## src/rtl/realign_pkg.sv

```systemverilog
// Package: realign_pkg
// Shared constants, types and the tap computation for the realignment shifter.
// Assumes the tap set is regular: within one framing each step up in the
// width code moves the right tap two bit clocks earlier, except the widest
// code, which moves it eight bit clocks earlier than the narrowest. The left
// tap is always the right tap plus a gap that depends on the framing.
package realign_pkg;

    localparam int LINE_DEPTH = 48;
    localparam int TAP_W      = $clog2(LINE_DEPTH + 1);
    localparam int CHANNELS   = 2;

    localparam int I2S_BASE   = 15;
    localparam int ALT_BASE   = 24;
    localparam int I2S_GAP    = 32;
    localparam int ALT_GAP    = 24;
    localparam int WIDTH_STEP = 2;
    localparam int WIDE_DROP  = 8;

    typedef enum logic [1:0] {
        WORD_16 = 2'd0,
        WORD_18 = 2'd1,
        WORD_20 = 2'd2,
        WORD_24 = 2'd3
    } word_width_e;

    typedef enum logic {
        FRAME_I2S = 1'b0,
        FRAME_ALT = 1'b1
    } frame_fmt_e;

    typedef struct packed {
        logic [TAP_W-1:0] right_tap;
        logic [TAP_W-1:0] left_tap;
    } tap_pair_t;

    // Works out the right and left tap depths for one framing/width choice.
    function automatic tap_pair_t taps_for(input frame_fmt_e fmt, input word_width_e wsel);
        int base;
        int gap;
        int right;
        tap_pair_t res;
        base = (fmt == FRAME_ALT) ? ALT_BASE : I2S_BASE;
        gap  = (fmt == FRAME_ALT) ? ALT_GAP  : I2S_GAP;
        if (wsel == WORD_24)
            right = base - WIDE_DROP;
        else
            right = base - WIDTH_STEP * int'(wsel);
        res.right_tap = TAP_W'(right);
        res.left_tap  = TAP_W'(right + gap);
        return res;
    endfunction

endpackage

```

## src/rtl/realign_delay_line.sv

```systemverilog
// Module: realign_delay_line
// A serial shift chain clocked by the source bit clock. Stage 0 takes the
// input bit on every rising edge, and each later stage takes the value of
// the stage before it. The full chain is visible so that taps can be read.
// Assumes the reset is synchronous and active low; it clears every stage.
module realign_delay_line #(
    parameter int DEPTH = 48
) (
    input  logic             clk,
    input  logic             rst_n,
    input  logic             din,
    output logic [DEPTH-1:0] stages
);

    logic [DEPTH-1:0] chain_q;

    // Shifts one place per bit clock, or clears the chain while in reset.
    always_ff @(posedge clk) begin
        if (!rst_n)
            chain_q <= '0;
        else
            chain_q <= {chain_q[DEPTH-2:0], din};
    end

    assign stages = chain_q;

endmodule

```

## src/rtl/realign_tap_table.sv

```systemverilog
// Module: realign_tap_table
// Turns the framing and width selects into right and left tap depths,
// using the computed rule in realign_pkg. It is purely combinational.
// Assumes the selects are static while data flows; a change takes effect
// at once on the taps but gives no clean frame boundary.
module realign_tap_table
    import realign_pkg::*;
#(
    parameter int TW = TAP_W
) (
    input  logic          fmt_sel,
    input  logic [1:0]    width_sel,
    output logic [TW-1:0] right_tap,
    output logic [TW-1:0] left_tap
);

    tap_pair_t pair;

    // Looks up the tap pair for the present selects.
    always_comb begin
        pair      = taps_for(frame_fmt_e'(fmt_sel), word_width_e'(width_sel));
        right_tap = TW'(pair.right_tap);
        left_tap  = TW'(pair.left_tap);
    end

endmodule

```

## src/rtl/realign_tap_mux.sv

```systemverilog
// Module: realign_tap_mux
// Picks one stage of the delay line. Tap N means stage index N-1, so a bit
// comes out N rising edges after it entered, counting the edge that took it
// in. The select is decoded one-hot, and the stages are combined with an
// AND-OR tree of constant depth.
// Assumes the tap lies in 1..DEPTH; any other value gives 0.
module realign_tap_mux #(
    parameter int DEPTH = 48,
    parameter int TW    = $clog2(DEPTH + 1)
) (
    input  logic [DEPTH-1:0] stages,
    input  logic [TW-1:0]    tap,
    output logic             dout
);

    logic [DEPTH-1:0] hit;

    genvar g;
    generate
        for (g = 0; g < DEPTH; g++) begin : g_tap
            assign hit[g] = (tap == TW'(g + 1)) & stages[g];
        end
    endgenerate

    // Combines the selected stage into a single output bit.
    always_comb begin
        dout = |hit;
    end

endmodule

```

## src/rtl/realign_out_pair.sv

```systemverilog
// Module: realign_out_pair
// Drives one channel as a true and an inverted signal for a balanced DAC
// input. The two are produced in the same cycle with no register between
// them, so they switch together.
module realign_out_pair (
    input  logic din,
    output logic dout,
    output logic dout_n
);

    // Produces the true and complementary copies of the channel bit.
    always_comb begin
        dout   = din;
        dout_n = ~din;
    end

endmodule

```

## src/rtl/audio_realign_shifter.sv

```systemverilog
// Module: audio_realign_shifter (top)
// Realigns a serial stereo stream for two single-channel DACs. Data moves
// through a delay line on the bit clock. The right and left channels are
// read from taps chosen by the framing and width selects, and each is sent
// out as a true and an inverted signal. The bit and word clocks go through
// without a register so they stay in phase with the data.
// Assumes fmt_sel and width_sel are static during operation, and that
// rst_n is synchronous to bit_clk and active low.
module audio_realign_shifter
    import realign_pkg::*;
#(
    parameter int DEPTH = LINE_DEPTH,
    parameter int TW    = $clog2(DEPTH + 1)
) (
    input  logic       bit_clk,
    input  logic       rst_n,
    input  logic       fmt_sel,
    input  logic [1:0] width_sel,
    input  logic       ser_data,
    input  logic       word_clk,
    output logic       conv_bit_clk,
    output logic       conv_word_clk,
    output logic       right_data,
    output logic       right_data_n,
    output logic       left_data,
    output logic       left_data_n
);

    localparam int RIGHT_CH = 0;
    localparam int LEFT_CH  = 1;

    logic [DEPTH-1:0] line_stages;
    logic [TW-1:0]    ch_tap  [CHANNELS];
    logic             ch_bit  [CHANNELS];
    logic             ch_true [CHANNELS];
    logic             ch_inv  [CHANNELS];

    realign_delay_line #(.DEPTH(DEPTH)) u_line (
        .clk    (bit_clk),
        .rst_n  (rst_n),
        .din    (ser_data),
        .stages (line_stages)
    );

    realign_tap_table #(.TW(TW)) u_table (
        .fmt_sel   (fmt_sel),
        .width_sel (width_sel),
        .right_tap (ch_tap[RIGHT_CH]),
        .left_tap  (ch_tap[LEFT_CH])
    );

    genvar c;
    generate
        for (c = 0; c < CHANNELS; c++) begin : g_chan
            realign_tap_mux #(.DEPTH(DEPTH), .TW(TW)) u_mux (
                .stages (line_stages),
                .tap    (ch_tap[c]),
                .dout   (ch_bit[c])
            );
            realign_out_pair u_pair (
                .din    (ch_bit[c]),
                .dout   (ch_true[c]),
                .dout_n (ch_inv[c])
            );
        end
    endgenerate

    // Passes the clocks through and maps the channel outputs to the ports.
    always_comb begin
        conv_bit_clk  = bit_clk;
        conv_word_clk = word_clk;
        right_data    = ch_true[RIGHT_CH];
        right_data_n  = ch_inv[RIGHT_CH];
        left_data     = ch_true[LEFT_CH];
        left_data_n   = ch_inv[LEFT_CH];
    end

endmodule

```

## config.mk

```make
export PLATFORM = sky130hd
export DESIGN_NAME = audio_realign_shifter
export DESIGN_NICKNAME = d
export VERILOG_FILES = /design/src/rtl/realign_pkg.sv /design/src/rtl/realign_delay_line.sv /design/src/rtl/realign_tap_table.sv /design/src/rtl/realign_tap_mux.sv /design/src/rtl/realign_out_pair.sv /design/src/rtl/audio_realign_shifter.sv
export SDC_FILE = /design/constraint.sdc
export NUM_CORES = 1
export LEC_CHECK = 0
export ABC_AREA = 1
export CAP_MARGIN = 20
export CORE_MARGIN = 2
export CORE_UTILIZATION = 30
export DETAILED_ROUTE_END_ITERATION = 10
export SLEW_MARGIN = 30
export SYNTH_ARGS = -nofsm -noshare
export SYNTH_HDL_FRONTEND = slang
export SYNTH_HIERARCHICAL = 1
export SYNTH_SLANG_ARGS = --single-unit
```

## constraint.sdc

```tcl
create_clock -name bit_clk -period 5.6 [get_ports bit_clk]
set_clock_uncertainty 0.15 [all_clocks]
set_input_delay 1.12 -clock bit_clk [delete_from_list [all_inputs] [get_ports bit_clk]]
set_output_delay 1.12 -clock bit_clk [all_outputs]
set_load 0.05 [all_outputs]
```

### Yosys cells after proc, flatten, opt, wreduce, memory -nomap -nowiden

Index checks and enable logic that the tools add are counted.

| word-level totals | value |
|---|---|
| bits in registers | 48 |
| output and inout bits | 6 |
| logic and storage cells | 204 |
| input bits | 7 |

| cells by class | value |
|---|---|
| reduce and logical (&&, ||, !) cells | 2 |
| bitwise gates (word level) | 98 |
| multiplexer cells | 3 |
| equal/unequal tests | 97 |
| $add $sub $neg | 3 |

Operators with widths:

| kind | number |
|---|---|
| $eq A6 B6 Y1 const B | 34 |
| $eq A6 B5 Y1 const B | 32 |
| $and A1 B1 Y1 | 96 |
| $eq A6 B4 Y1 const B | 16 |
| $reduce_or A48 Y1 | 2 |
| $eq A6 B3 Y1 const B | 8 |
| $eq A6 B2 Y1 const B | 4 |
| $eq A6 B1 Y1 const B | 2 |
| $mux W6 | 2 |
| $add A6 B6 Y6 | 1 |
| $sub A5 B3 Y6 | 1 |
| $sub A5 B4 Y6 const B | 1 |
| $mux W5 | 1 |
| $eq A2 B2 Y1 const B | 1 |
| $not A1 Y1 | 2 |

### Depth between registers and ports, before layout

Gate-level depths: netlist of the first run.

| depth | value |
|---|---|
| word-level depth | 8 |
| mapped depth | 16 |
| depth with buffers taken out | 15 |

### Cells and area by module

Netlist of the first run, hierarchy kept.

Modules (own cells, without submodules):

| module | area each (µm²) | sequential area each (µm²) | cells an instance | times used |
|---|---|---|---|---|
| realign_delay_line | 1361.3 | 960.9 | 149 | 1 |
| realign_tap_mux | 593.1 | 0.0 | 136 | 2 |
| realign_tap_table | 145.1 | 0.0 | 22 | 1 |
| realign_out_pair | 11.3 | 0.0 | 2 | 2 |
| audio_realign_shifter | 15.0 | 0.0 | 2 | 1 |

==> qor.txt, run 1 <==
Setup crit end kind: primary output
post-route setup slack: 0.374 ns
PwrDens: 246 nW/um^2
asr flop ratio synth: 0
vias per cell: 4.87
TritonCTS clock tree: done
Syn Nets: 459
Wirelength per Cell: 12.8 um
RSZ-0062 raised after global routing: no
aggregate global-route resource usage: 0.155
RePlAce Congestion: 0.893
# IOs: 13
Die ar.: 9880 sq um
Ys Warns: 6
setup violators final: 0
detailed-route via count: 2725
ANT cells: 0
Worst-path clk slew: 0.08 ns
Initial DRC Count: 226
postcts setup bufs: 0
period utilisation layout: 0.933
dominant synthesized flop cell: dfxtp_1
Gate Count Post-Synth: 449
Skew-Pair Late Insertion Delay: 0.40 ns
crit path buf inv count: 5
Largest stage delay, worst path: 0.52 ns
top-count cell post-synth: nand2_1
worst hold path type: reg2reg
Post-CTS Hold Buffers: 0
fmax: 191 MHz
total negative slack: 0 ns
leakage: 0.00178 uW
Slew HR: 0.516
post-CTS sizing: 0
core area: 8760 sq um
Crit path max-delay family: simple AND/OR/NAND/NOR gates
final hold slack: 0.307 ns
Initial Util: 0.312
routed wire length: 7.16 mm
largest net degree at the start of global routing: 49
syn_area_per_cell: 6.08 sq um
total grt overflow: 0
chip height: 99.4 um
DR pass1 iterations: 5
R2R setup slack: 4.84 ns
first-pass GRT wire length: 12.1 mm
Rows: 34
hold depth: 2
top post-synthesis cells by area: dfxtp_1 35%, nand2_1 18%, nand3_1 17%
terminus of the critical flop-to-flop path: u_line/stages[32]$_SDFF_PN0_
Hold Crit Endpoint: u_line/stages[23]$_SDFF_PN0_
Tmin final: 5.23 ns
Yosys top cell area share: 0.352
port buffer count: 10
crit path max-delay cell type: clkdlybuf4s50_1
Worst setup SP type: input pin
Place WS: 0.375 ns
antenna violations before repair: 0
Die X: 99.4 um
status: finished, final reports clean
Final Cell Area: 3000 sq um
#FFs+latches synth: 48
DP Area: 2870 sq um
WS Path Type: in2out
Post-synth top cells: 134 x nand2_1, 93 x nand3_1, 68 x nor2_1
Worst Path Max Fanout: 5
final hold viol count: 0
share of cells above drive strength 1: 0.0774
WP data required: 4.33 ns
crit path DAT: 3.96 ns
number of global-route vias before repair: 2600
sequential area share after synthesis: 0.352
DRC violations left: 0
R2R depth: 2
Post-Syn Area: 2730 sq um
hold_sp: u_line/stages[22]$_SDFF_PN0_
Max Cap Viol: 0
Slew Limit Fails: 0
Post-synth EDFFs: 0
crit-path cells: clkdlybuf4s50_1 > ha_1 > inv_1 > fa_1 > and2_1 > ha_1 > inv_1 > nand2_1 > nor2_1 > nand3_1 > nand2_1 > nor2_1 > nand2_1 > nor2_1 > nand3_1 > inv_1 > buf_12
Layout area overhead: 9.95%
Peak VDD IR: 209 uV
fin nets: 461
area leader, netlist: dfxtp_1
flip-flop count of the largest register after layout: 48
Critical R2R Launch: u_line/stages[31]$_SDFF_PN0_
worst-margin pin slew: 0.725 ns
dpl hpwl: 5.24 mm
Post-DRT Antenna Nets: 0
post-synthesis cell type count: 17
crit path from: width_sel[0]
-- power breakdown --
part	switching [uW]	internal (uW)	total [uW]
Clock	149	158	308
Combinational	67.1	20.1	87.2
Sequential	1.22	342	343
-- metrics by stage --
step	total power, uW	util	cells
floorplan	458	-	449
finish	738	0.343	560
detailed placement	475	0.328	549
global route	773	0.343	560
global placement	474	0.328	549
CTS	744	0.343	560
-- worst max path at each step --
stage	cells past startpoint	end
floorplan	15	left_data_n
global placement	17	left_data_n
detailed placement	17	left_data_n
CTS	17	left_data_n
global route	17	left_data_n
finish	17	left_data_n
-- cells by family after synthesis --
group                      after synthesis  share of synthesized area
buffers and inverters                   91                      0.154
adders and majority gates                3                     0.0165
DFF                                     48                      0.352
and+or+nand+nor                        305                      0.475
other                                    2                    0.00275
-- cells in the final DEF (no fill, tap or decap) --
| master | synthesis | final |
|---|---|---|
| nand2_1 | 134 | 134 |
| nand3_1 | 93 | 93 |
| nor2_1 | 68 | 68 |
| inv_1 | 56 | 56 |
| dfxtp_1 | 48 | 48 |
| inv_2 | 14 | 14 |
| clkbuf_8 | 0 | 9 |
| clkdlybuf4s50_1 | 0 | 6 |
| nand4_1 | 4 | 4 |
| buf_12 | 0 | 4 |
| buf_4 | 11 | 3 |
| clkbuf_1 | 0 | 2 |
| nor2_4 | 2 | 2 |
| nor2_2 | 2 | 2 |
| ha_1 | 2 | 2 |
| conb_1 | 2 | 2 |
| nand2_2 | 1 | 1 |
| and2_1 | 1 | 1 |
| fa_1 | 1 | 1 |
-- routing by layer --
layer | track usage | wire (um)
met1 | 0.193 | 3260
met2 | 0.258 | 3330
met3 | 0.0323 | 403
met4 | 0.0674 | 159
met5 | 0 | 0
-- worst min-delay path: cells and delay by family (launching register included) --
kind,cells,cell delay [ns]
simple gates,1,0.06
buf+inv,1,0.03
flops,1,0.33
-- layout make-up --
type | instances | area (sq um)
Inverter | 70 | 263
Sequential cell | 48 | 961
Fill cell | 989 | 5760
Timing Repair Buffer | 12 | 153
Clock buffer | 12 | 141
Tap cell | 108 | 135
Multi-Input combinational cell | 310 | 1350
(Power assumes the default switching activity.)
==> run 2: changes to the inputs <==
- clock period: 5.6 -> 6.51 ns (I/O delays scaled with it)
==> qor.txt, run 2 (same netlist as run 1, synthesis figures left out) <==
most frequent cells in the layout: 134 x nand2_1, 93 x nand3_1, 68 x nor2_1 (unchanged)
PwrDens: 227 nW/um^2 (was 246 nW/um^2)
fin nets: 459 (was 461)
Post-DRT Antenna Nets: 0 (unchanged)
total grt overflow: 0 (unchanged)
first-pass GRT wire length: 12.1 mm (unchanged)
internal power: 475 uW (was 521 uW)
commonest non-fill, non-tap cell in the layout: nand2_1 (unchanged)
fmax: 162 MHz
detailed-route via count: 2722 (was 2725)
crit path DAT: 4.72 ns (was 3.96 ns)
Initial DRC Count: 181 (was 226)
status: finished, final reports clean (unchanged)
TritonCTS clock tree: done (unchanged)
# IOs: 13 (unchanged)
number of global-route vias before repair: 2526 (was 2600)
WS Path Type: in2out (unchanged)
chip height: 99.4 um (unchanged)
core area: 8760 sq um (unchanged)
share of cells above drive strength 1: 0.0756 (was 0.0774)
final hold viol count: 0 (unchanged)
post-route setup slack: 0.338 ns (was 0.374 ns)
Skew-Pair Late Insertion Delay: 0.41 ns (was 0.40 ns)
Die X: 99.4 um (unchanged)
Slew Limit Fails: 0 (unchanged)
Comb power frac: 0.108 (was 0.118)
worst-margin pin slew: 0.692 ns (was 0.725 ns)
Sw Ratio: 0.294 (was 0.295)
total negative slack: 0 ns (unchanged)
RSZ-0062 raised after global routing: no (unchanged)
period utilisation layout: 0.948
flip-flop count of the largest register after layout: 48 (unchanged)
port buffer count: 10 (unchanged)
Rows: 34 (unchanged)
Layout area overhead: 8.57% (was 9.95%)
Max Cap Viol: 0 (unchanged)
postcts setup bufs: 0 (unchanged)
Worst Path Max Fanout: 10 (was 5)
DRC violations left: 0 (unchanged)
largest net degree at the start of global routing: 49 (unchanged)
WP data required: 5.06 ns (was 4.33 ns)
aggregate global-route resource usage: 0.154 (was 0.155)
ANT cells: 0 (unchanged)
Worst setup SP type: input pin (unchanged)
Peak VDD IR: 178 uV (was 209 uV)
antenna violations before repair: 0 (unchanged)
dpl hpwl: 5.24 mm (about the same)
Place WS: 0.387 ns (was 0.375 ns)
setup violators final: 0 (unchanged)
Post-CTS Hold Buffers: 0 (unchanged)
Slew HR: 0.538 (was 0.516)
worst hold path type: reg2reg (unchanged)
RePlAce Congestion: 0.878 (was 0.893)
Switch Pwr: 198 uW (was 218 uW)
routed wire length: 7.20 mm (was 7.16 mm)
leakage: 0.00176 uW (was 0.00178 uW)
Tmin final: 6.17 ns
DR pass1 iterations: 6 (was 5)
Initial Util: 0.312 (unchanged)
Die ar.: 9880 sq um (unchanged)
clock power share: 0.453 (was 0.417)
Setup crit end kind: primary output (unchanged)
Fillers: 967 (was 989)
post-CTS sizing: 0 (unchanged)
Seq pwr share: 0.439 (was 0.465)
R2R setup slack: 5.72 ns (was 4.84 ns)
vias per cell: 4.88 (was 4.87)
Wirelength per Cell: 12.9 um (was 12.8 um)
Worst-path clk slew: 0.09 ns (was 0.08 ns)
## run 2: cell count changes in the layout (fill, tap and decap cells not counted), sizes merged
cell and delta:
bufinv +1, inv +1, clkdlybuf4s50 +1, clkbuf -3, clkinvlp +1, buf -3
## run 2: worst paths after layout
path                                                    from                            to  cells past startpoint
worst min-delay path            u_line/stages[22]$_SDFF_PN0_  u_line/stages[23]$_SDFF_PN0_                      2
worst max register to register   u_line/stages[0]$_SDFF_PN0_   u_line/stages[1]$_SDFF_PN0_                      2
worst min register to register  u_line/stages[22]$_SDFF_PN0_  u_line/stages[23]$_SDFF_PN0_                      2
worst max-delay path                                 fmt_sel                    right_data                     14
## run 2: per-stage QoR
stage | utilization | std cells | power [uW] | cell area, sq um | hold WS (ns)
after floorplan | - | 449 | 394 | 2730 | 0.271
after global placement | 0.320 | 547 | 405 | 2810 | 0.300
after detailed placement | 0.320 | 547 | 406 | 2810 | 0.302
after CTS | 0.338 | 558 | 676 | 2960 | 0.312
after global routing | 0.338 | 558 | 704 | 2960 | 0.324
final | 0.338 | 558 | 673 | 2960 | 0.312
## run 2: power by group through the flow
stage	combinational, uW	sequential, uW	clock [uW]
global placement	67.1	302	35.4
global route	79.9	296	328
CTS	68.1	296	313
floorplan	59.4	302	33.1
detailed placement	67.8	302	35.4
finish	72.8	296	305
## run 2: critical path: stages
cell             delay (ns)
clkdlybuf4s50_1        0.65
inv_1                  0.24
fa_1                   0.58
nand2_1                0.05
nand2_1                0.20
nand2_1                0.16
nor2_1                 0.23
nand3_1                0.11
nand2_1                0.10
nor2_1                 0.05
nand2_1                0.07
nor2_1                 0.05
nand3_1                0.11
clkdlybuf4s50_1        0.81
## run 2: layout make-up
class	count	area, sq um	share of cell area
Inverter	70	263	0.0886
Tap cell	108	135	0.0456
Clock buffer	9	120	0.0405
Clock inverter	3	46.3	0.0156
Multi-Input combinational cell	310	1350	0.455
Sequential cell	48	961	0.324
Timing Repair Buffer	10	90.1	0.0304
## run 2: per-layer routing
metal	global-route usage	wire [um]	vias up
met5	0	0	-
met4	0.0759	238	0
met3	0.0344	365	22
met2	0.255	3330	97
met1	0.189	3270	1241
li1	-	-	1362
